**src/rtl/usbirq_pkg.sv**
```systemverilog
// Package usbirq_pkg
// Shared constants of the USB interrupt flag controller: register
// addresses, flag bit positions and the control register layout.
// Assumes at most 8 endpoints, so that endpoint masks fit one byte.
package usbirq_pkg;
    localparam int ADDR_W = 5;
    localparam int DATA_W = 8;
    localparam int EPF_W  = 7;
    localparam int GLF_W  = 3;

    // endpoint flag bit positions
    localparam int B_TXDONE = 0;
    localparam int B_RXB0   = 1;
    localparam int B_RXB1   = 2;
    localparam int B_SETUP  = 3;
    localparam int B_NAKIN  = 4;
    localparam int B_NAKOUT = 5;
    localparam int B_STALL  = 6;

    // fixed register addresses (endpoint flags use 0 .. N_EP-1)
    localparam logic [ADDR_W-1:0] A_EP_IEN   = 5'h10;
    localparam logic [ADDR_W-1:0] A_GLB_FLG  = 5'h11;
    localparam logic [ADDR_W-1:0] A_GLB_IEN  = 5'h12;
    localparam logic [ADDR_W-1:0] A_CTRL     = 5'h13;
    localparam logic [ADDR_W-1:0] A_PINGPONG = 5'h14;
    localparam logic [ADDR_W-1:0] A_ISO      = 5'h15;

    typedef struct packed {
        logic prio_hi;
        logic prio_lo;
        logic usb_en;
        logic glb_en;
    } ctrl_t;
endpackage

```
**src/rtl/usbirq_ep_flags.sv**
```systemverilog
// Module usbirq_ep_flags
// One bank of seven sticky flags per endpoint. Hardware events set the
// flags. Software write-one-to-clear and the SETUP event (stall flag only)
// clear them, and a set wins over a clear in the same cycle.
// Assumes event inputs are single-cycle pulses in the clk domain.
module usbirq_ep_flags
    import usbirq_pkg::*;
#(
    parameter int N_EP = 7
) (
    input  logic                       clk,
    input  logic                       rst_n,
    input  logic [N_EP-1:0]            ev_in_ack,
    input  logic [N_EP-1:0]            ev_out_b0,
    input  logic [N_EP-1:0]            ev_out_b1,
    input  logic [N_EP-1:0]            ev_setup,
    input  logic [N_EP-1:0]            ev_nak_in,
    input  logic [N_EP-1:0]            ev_nak_out,
    input  logic [N_EP-1:0]            ev_stall,
    input  logic [N_EP-1:0]            pingpong,
    input  logic [N_EP-1:0]            iso,
    input  logic [N_EP-1:0][EPF_W-1:0] sw_clr,
    output logic [N_EP-1:0][EPF_W-1:0] flags
);
    for (genvar e = 0; e < N_EP; e++) begin : g_ep
        logic [EPF_W-1:0] set_v;
        logic [EPF_W-1:0] clr_v;

        // gather the hardware set and clear terms for this endpoint
        always_comb begin
            set_v           = '0;
            set_v[B_TXDONE] = ev_in_ack[e];
            set_v[B_RXB0]   = ev_out_b0[e];
            set_v[B_RXB1]   = ev_out_b1[e] & pingpong[e];
            set_v[B_SETUP]  = ev_setup[e];
            set_v[B_NAKIN]  = ev_nak_in[e];
            set_v[B_NAKOUT] = ev_nak_out[e];
            set_v[B_STALL]  = ev_stall[e] & ~iso[e];
            clr_v           = sw_clr[e];
            clr_v[B_STALL]  = sw_clr[e][B_STALL] | ev_setup[e];
        end

        // flag register: clear first, then the set terms override
        always_ff @(posedge clk) begin
            if (!rst_n) flags[e] <= '0;
            else        flags[e] <= (flags[e] & ~clr_v) | set_v;
        end


        bank1_gate_chk: assert property (@(posedge clk) disable iff (!rst_n)
            $rose(flags[e][B_RXB1]) |-> $past(ev_out_b1[e] && pingpong[e]));

        stall_iso_chk: assert property (@(posedge clk) disable iff (!rst_n)
            $rose(flags[e][B_STALL]) |-> $past(ev_stall[e] && !iso[e]));

        stall_setup_clr_chk: assert property (@(posedge clk) disable iff (!rst_n)
            (ev_setup[e] && !ev_stall[e]) |=> !flags[e][B_STALL]);

        nak_set_wins_chk: assert property (@(posedge clk) disable iff (!rst_n)
            ev_nak_in[e] |=> flags[e][B_NAKIN]);

        nak_sticky_chk: assert property (@(posedge clk) disable iff (!rst_n)
            $fell(flags[e][B_NAKOUT]) |-> $past(sw_clr[e][B_NAKOUT]));
    end
endmodule

```
**src/rtl/usbirq_glb_flags.sv**
```systemverilog
// Module usbirq_glb_flags
// Bus-wide flags: start of frame, suspend and wake-up. The wake-up flag
// is armed by a suspend pulse and disarmed by the next resume pulse.
// Assumes single-cycle event pulses; a set wins over a software clear.
module usbirq_glb_flags
    import usbirq_pkg::*;
(
    input  logic             clk,
    input  logic             rst_n,
    input  logic             ev_sof,
    input  logic             ev_suspend,
    input  logic             ev_resume,
    input  logic [GLF_W-1:0] sw_clr,
    output logic [GLF_W-1:0] flags
);
    logic             armed;
    logic [GLF_W-1:0] set_v;

    // set terms for the three global flags
    assign set_v = {ev_resume & armed, ev_suspend, ev_sof};

    // suspend state tracker that arms the wake-up flag
    always_ff @(posedge clk) begin
        if (!rst_n)          armed <= 1'b0;
        else if (ev_suspend) armed <= 1'b1;
        else if (ev_resume)  armed <= 1'b0;
    end

    // sticky flag register, with set over clear
    always_ff @(posedge clk) begin
        if (!rst_n) flags <= '0;
        else        flags <= (flags & ~sw_clr) | set_v;
    end


    wake_armed_chk: assert property (@(posedge clk) disable iff (!rst_n)
        $rose(flags[2]) |-> $past(ev_resume && armed));

    sof_set_chk: assert property (@(posedge clk) disable iff (!rst_n)
        ev_sof |=> flags[0]);
endmodule

```
**src/rtl/usbirq_cfg_regs.sv**
```systemverilog
// Module usbirq_cfg_regs
// Software-written configuration: endpoint and global enables, the
// control register (master enables and priority) and the endpoint type
// masks. Assumes N_EP <= DATA_W.
module usbirq_cfg_regs
    import usbirq_pkg::*;
#(
    parameter int N_EP = 7
) (
    input  logic              clk,
    input  logic              rst_n,
    input  logic              wr_en,
    input  logic [ADDR_W-1:0] addr,
    input  logic [DATA_W-1:0] wdata,
    output logic [N_EP-1:0]   ep_ien,
    output logic [GLF_W-1:0]  glb_ien,
    output ctrl_t             ctrl,
    output logic [N_EP-1:0]   pingpong,
    output logic [N_EP-1:0]   iso
);
    // write decode into the configuration registers
    always_ff @(posedge clk) begin
        if (!rst_n) begin
            ep_ien   <= '0;
            glb_ien  <= '0;
            ctrl     <= '0;
            pingpong <= '0;
            iso      <= '0;
        end else if (wr_en) begin
            case (addr)
                A_EP_IEN:   ep_ien   <= wdata[N_EP-1:0];
                A_GLB_IEN:  glb_ien  <= wdata[GLF_W-1:0];
                A_CTRL:     ctrl     <= wdata[3:0];
                A_PINGPONG: pingpong <= wdata[N_EP-1:0];
                A_ISO:      iso      <= wdata[N_EP-1:0];
                default: ;
            endcase
        end
    end
endmodule

```
**src/rtl/usb_irq_ctrl.sv**
```systemverilog
// Module usb_irq_ctrl
// Top of the USB interrupt flag controller. It decodes write-one-to-clear
// strobes, drives the combinational read port and forms the gated
// interrupt request with its two-bit priority level.
// Assumes N_EP <= 8 and addresses 0 .. N_EP-1 hold the endpoint flags.
module usb_irq_ctrl
    import usbirq_pkg::*;
#(
    parameter int N_EP = 7
) (
    input  logic              clk,
    input  logic              rst_n,
    input  logic [N_EP-1:0]   ev_in_ack,
    input  logic [N_EP-1:0]   ev_out_b0,
    input  logic [N_EP-1:0]   ev_out_b1,
    input  logic [N_EP-1:0]   ev_setup,
    input  logic [N_EP-1:0]   ev_nak_in,
    input  logic [N_EP-1:0]   ev_nak_out,
    input  logic [N_EP-1:0]   ev_stall,
    input  logic              ev_sof,
    input  logic              ev_suspend,
    input  logic              ev_resume,
    input  logic              wr_en,
    input  logic [4:0]        addr,
    input  logic [7:0]        wdata,
    output logic [7:0]        rdata,
    output logic              irq,
    output logic [1:0]        irq_level
);
    localparam int PAD_EP = DATA_W - N_EP;
    localparam int PAD_F  = DATA_W - EPF_W;
    localparam int PAD_G  = DATA_W - GLF_W;

    logic [N_EP-1:0][EPF_W-1:0] ep_flags;
    logic [N_EP-1:0][EPF_W-1:0] ep_clr;
    logic [GLF_W-1:0]           glb_flags;
    logic [GLF_W-1:0]           glb_clr;
    logic [N_EP-1:0]            ep_ien;
    logic [GLF_W-1:0]           glb_ien;
    ctrl_t                      ctrl;
    logic [N_EP-1:0]            pingpong;
    logic [N_EP-1:0]            iso;
    logic [N_EP-1:0]            ep_pend;

    // write-one-to-clear strobes and per-endpoint pending terms
    for (genvar e = 0; e < N_EP; e++) begin : g_clr
        assign ep_clr[e]  = (wr_en && addr == ADDR_W'(e)) ? wdata[EPF_W-1:0] : '0;
        assign ep_pend[e] = ep_ien[e] & (|ep_flags[e]);
    end
    assign glb_clr = (wr_en && addr == A_GLB_FLG) ? wdata[GLF_W-1:0] : '0;

    usbirq_ep_flags #(.N_EP(N_EP)) u_ep (
        .clk(clk), .rst_n(rst_n),
        .ev_in_ack(ev_in_ack), .ev_out_b0(ev_out_b0), .ev_out_b1(ev_out_b1),
        .ev_setup(ev_setup), .ev_nak_in(ev_nak_in), .ev_nak_out(ev_nak_out),
        .ev_stall(ev_stall), .pingpong(pingpong), .iso(iso),
        .sw_clr(ep_clr), .flags(ep_flags)
    );

    usbirq_glb_flags u_glb (
        .clk(clk), .rst_n(rst_n),
        .ev_sof(ev_sof), .ev_suspend(ev_suspend), .ev_resume(ev_resume),
        .sw_clr(glb_clr), .flags(glb_flags)
    );

    usbirq_cfg_regs #(.N_EP(N_EP)) u_cfg (
        .clk(clk), .rst_n(rst_n), .wr_en(wr_en), .addr(addr), .wdata(wdata),
        .ep_ien(ep_ien), .glb_ien(glb_ien), .ctrl(ctrl),
        .pingpong(pingpong), .iso(iso)
    );

    // combined request, gated by both master enables
    always_comb begin
        irq       = ctrl.glb_en & ctrl.usb_en &
                    ((|ep_pend) | (|(glb_flags & glb_ien)));
        irq_level = {ctrl.prio_hi, ctrl.prio_lo};
    end

    // read multiplexer, free of side effects
    always_comb begin
        rdata = '0;
        if (addr < ADDR_W'(N_EP)) begin
            for (int e = 0; e < N_EP; e++)
                if (addr == ADDR_W'(e)) rdata = {{PAD_F{1'b0}}, ep_flags[e]};
        end else begin
            case (addr)
                A_EP_IEN:   rdata = {{PAD_EP{1'b0}}, ep_ien};
                A_GLB_FLG:  rdata = {{PAD_G{1'b0}}, glb_flags};
                A_GLB_IEN:  rdata = {{PAD_G{1'b0}}, glb_ien};
                A_CTRL:     rdata = {4'b0, ctrl};
                A_PINGPONG: rdata = {{PAD_EP{1'b0}}, pingpong};
                A_ISO:      rdata = {{PAD_EP{1'b0}}, iso};
                default:    rdata = '0;
            endcase
        end
    end


    irq_gate_chk: assert property (@(posedge clk) disable iff (!rst_n)
        irq |-> (ctrl.glb_en && ctrl.usb_en));

    reset_quiet_chk: assert property (@(posedge clk)
        !rst_n |=> (!irq && irq_level == 2'b00));
endmodule

```
**config.mk**
```make
export PLATFORM = sky130hd
export DESIGN_NAME = usb_irq_ctrl
export DESIGN_NICKNAME = d
export VERILOG_FILES = /design/src/rtl/usbirq_pkg.sv /design/src/rtl/usbirq_ep_flags.sv /design/src/rtl/usbirq_glb_flags.sv /design/src/rtl/usbirq_cfg_regs.sv /design/src/rtl/usb_irq_ctrl.sv
export SDC_FILE = /design/constraint.sdc
export NUM_CORES = 1
export LEC_CHECK = 0
export ABC_AREA = 1
export BUFFER_PORTS_ARGS = -buffer_cell sky130_fd_sc_hd__buf_2
export CORE_ASPECT_RATIO = 1.25
export CORE_MARGIN = 2
export CORE_UTILIZATION = 30
export CTS_CLUSTER_DIAMETER = 100
export DETAILED_ROUTE_END_ITERATION = 12
export GPL_TIMING_DRIVEN = 0
export HOLD_SLACK_MARGIN = 0.02
export PLACE_DENSITY = 0.55
export SLEW_MARGIN = 10
export SYNTH_ARGS = -nofsm -noshare
export SYNTH_HDL_FRONTEND = slang
export SYNTH_SLANG_ARGS = --single-unit
```
**constraint.sdc**
```tcl
create_clock -name clk -period 2.2 [get_ports clk]
set_input_delay 0.11 -clock clk [delete_from_list [all_inputs] [get_ports clk]]
set_output_delay 0.11 -clock clk [all_outputs]
set_load 0.02 [all_outputs]
```
==> results.py <==
metrics = {
    "outcome": {
        "outcome": "finished clean",
    },
    "drt": {
        "met3_length_microns": 633,
        "antenna_left": 0,
        "wl_per_cell_microns": 16.3,
        "initialDrtViolationCount": 244,
        "drc": 0,
        "firstDrtPassIters": 5,
        "drt-vias-per-instance": 4.99,
        "vias": 4320,
        "wl_met1_mm": 5.90,
        "wirelength_mm": 14.1,
        "wl_met2_mm": 7.15,
        "top_layer_used": "met4",
    },
    "synth": {
        "netlist_area_sq_mm": 0.00396,
        "synthCells": 584,
        "synth-edff-count": 0,
        "yosys-top-cells-area": "dfxtp_1 41%, a21oi_1 11%, o21ai_0 9.5%",
        "synth_top_area_cell": "dfxtp_1",
        "ys_ff_latch": 81,
        "syn_area_per_cell_sq_um": 6.79,
        "postSynth.asyncResetShare": 0,
        "ys_types": 25,
        "synth_top_flop_cell": "dfxtp_1",
        "synth_nets": 652,
        "synth-seq-area-share": 0.409,
        "synthDominantCellAreaShare": 0.409,
        "yosysWarnings": 0,
    },
    "finish": {
        "multiInputGateArea_sq_mm": 0.00188,
        "seq_area_sq_mm": 0.00162,
        "area.growth.synth_to_final_pct": 27.5,
        "final_layout_size_suffix_gt1_frac": 0.176,
        "fill_cells": 1404,
        "nNetsFinal": 762,
        "diodes": 0,
        "stdcell_count": 866,
    },
    "power_and_ir_drop": {
        "clkPwrFrac": 0.411,
        "powerDensity_mw_per_mm2": 669,
        "p_int_mw": 2.48,
        "pwr-share-seq": 0.468,
        "vdd_drop_max_mv": 0.431,
        "p_sw_frac": 0.267,
        "combinationalPowerShare": 0.121,
        "leakage_nw": 2.27,
        "switching_power_mw": 0.903,
    },
    "worst_setup_path": {
        "cp-start-kind": "flop",
        "critPathKind": "reg -> out",
        "critPathCaptureType": "primary output",
        "crit_fanout": 3,
        "required_ns": 2.09,
        "arrival_ns": 1.73,
    },
    "floorplanning": {
        "fp-row-count": 46,
        "die_area_sq_mm": 0.0142,
        "ioPinCount": 79,
        "coreArea_sq_mm": 0.0128,
        "die_width_microns": 107,
        "initial_utilization": 0.310,
        "die_y_microns": 133,
    },
    "clocking": {
        "root_buffer": "clkbuf_16",
        "cts.sinks": 81,
        "cts_tree": "done",
        "clk_latency_ns": 0.34,
        "clk_pin_slew_ns": 0.06,
        "clock_path_buffers": 2,
        "ctsHtreeMaxLevel": 3,
        "cts_buffers": 9,
    },
    "sta": {
        "period_share": 0.838,
        "max_slew_margin": 0.532,
        "setup_slack_ns": 0.356,
        "finalMaxSlewViolations": 0,
        "fmax_ghz": 0.542,
        "finClkSkew_ns": 0.00784,
        "period_needed_ns": 1.84,
        "worst_pin_slew_ns": 0.702,
        "finalHoldViolations": 0,
        "setup_viol": 0,
        "grt_setup_unrepaired": "false",
        "tns_ns": 0,
    },
    "place": {
        "gp_congestion": 0.925,
        "place_hpwl_mm": 10.7,
        "post-place-ws_ns": 0.424,
        "io_buffers": 75,
        "placed_cells": 827,
    },
    "global_routing": {
        "grt_pass1_vias": 4255,
        "grt_overflow_total": 0,
        "grt_max_degree": 13,
        "grt_pass1_wl_mm": 21.9,
        "antenna_found_initial": 0,
        "track_usage": 0.201,
    },
    "hold_path": {
        "min_path_type": "in -> reg",
    },
    "run": {
        "max-cap-violations": 0,
    },
}
## logic make-up after synthesis
kind of cell	count (synthesis)	share of synthesized area
buf+inv	113	0.116
compound gates	168	0.216
flops	81	0.409
other cells	1	0.000946
simple gates	221	0.258
## area by class of cell
| cell class | count | area share |
|---|---|---|
| clock inverter | 3 | 0.00347 |
| tap | 168 | 0.0416 |
| inverter | 89 | 0.0661 |
| clock buffer | 12 | 0.0488 |
| timing repair buffer | 99 | 0.122 |
| multi-input combinational | 390 | 0.373 |
| sequential | 81 | 0.321 |
| buffer | 24 | 0.0245 |
## Yosys cell counts, types with 2 or more instances
cell type / count
nand3_2: 3
nor3_1: 8
nor2_2: 7
nand4_1: 30
nand2_1: 82
dfxtp_1: 81
o21ai_0: 75
clkbuf_1: 11
nand3_1: 29
buf_2: 6
o211ai_1: 4
nor2_4: 3
nor2_1: 56
inv_1: 83
buf_4: 7
a21oi_1: 84
o21ai_1: 2
inv_2: 6
## registers in the layout (all words and copies together) (netlist names)
register,count
u_cfg.pingpong,7
u_glb.flags,3
u_cfg.ctrl,4
u_cfg.glb_ien,3
u_ep.flags,49
u_glb.armed,1
u_cfg.iso,7
u_cfg.ep_ien,7
## stage by stage
| step | cell area, sq um | utilization | hold slack (ns) | power [mW] |
|---|---|---|---|---|
| 6_report | 5050 | 0.396 | 0.0213 | 3.38 |
| 4_1_cts | 5050 | 0.396 | 0.0212 | 3.38 |
| 2_1_floorplan | 3960 | - | 0.231 | 1.81 |
| 3_3_place_gp | 4550 | 0.356 | 0.320 | 1.98 |
| 3_5_place_dp | 4550 | 0.356 | 0.331 | 1.99 |
| 5_1_grt | 5050 | 0.396 | 0.0318 | 3.50 |
## metal layers
layer,GRT usage,up-vias
met4,0.0786,0
met5,0,-
li1,-,2150
met2,0.363,143
met3,0.0266,30
met1,0.238,1997
## final timing paths
path,start,to,slack (ns),depth (start not counted)
worst max-delay path,u_ep.flags[29]$_SDFF_PN0_,irq,0.36,6
worst min-delay path,ev_nak_in[1],u_ep.flags[11]$_SDFF_PN0_,0.02,3
worst max register to register,u_ep.flags[41]$_SDFF_PN0_,u_ep.flags[41]$_SDFF_PN0_,1.44,4
worst min register to register,u_glb.armed$_SDFFE_PN0P_,u_glb.armed$_SDFFE_PN0P_,0.47,2
## power by group through the flow
stage / Clock [mW] / Sequential (mW) / Combinational, mW
after global placement: 0 / 1.61 / 0.368
after floorplan: 0 / 1.60 / 0.211
final: 1.39 / 1.58 / 0.410
after detailed placement: 0 / 1.61 / 0.374
after global routing: 1.46 / 1.59 / 0.455
after CTS: 1.40 / 1.58 / 0.408
## cells in the final DEF (no fill, tap or decap)
cell type	Yosys	layout
o22ai_1	1	1
buf_4	7	7
nor2_4	3	3
clkinv_2	0	2
nand4_1	30	30
nor2_2	7	7
a211oi_1	1	1
nor3_1	8	8
a21oi_1	84	84
dfxtp_1	81	81
conb_1	1	1
a21boi_0	1	1
nand4_2	1	1
nand2_1	82	82
o211ai_1	4	4
clkbuf_1	11	13
clkbuf_16	0	9
nor2_1	56	56
inv_2	6	6
inv_1	83	83
dlygate4sd3_1	0	24
buf_2	6	81
or2_2	1	1
o21ai_0	75	75
nand2_2	1	1
o21ai_1	2	2
nand3_1	29	29
clkbuf_8	0	1
clkinvlp_4	0	1
nand3_2	3	3
## worst max-delay path, stage by stage (launching register included)
cell and delay, ns:
dfxtp_1 0.33, nor2_1 0.10, nand3_1 0.08, o21ai_0 0.27, a21boi_0 0.31, a21oi_1 0.14
buf_2 0.17
## what timing repair did
item	CTS	global route
gates resized for setup	0	0
hold buffers	24	0
hold endpoints to repair	24	0
setup buffers	0	0
No activity file was read; power rests on OpenSTA's default activity.
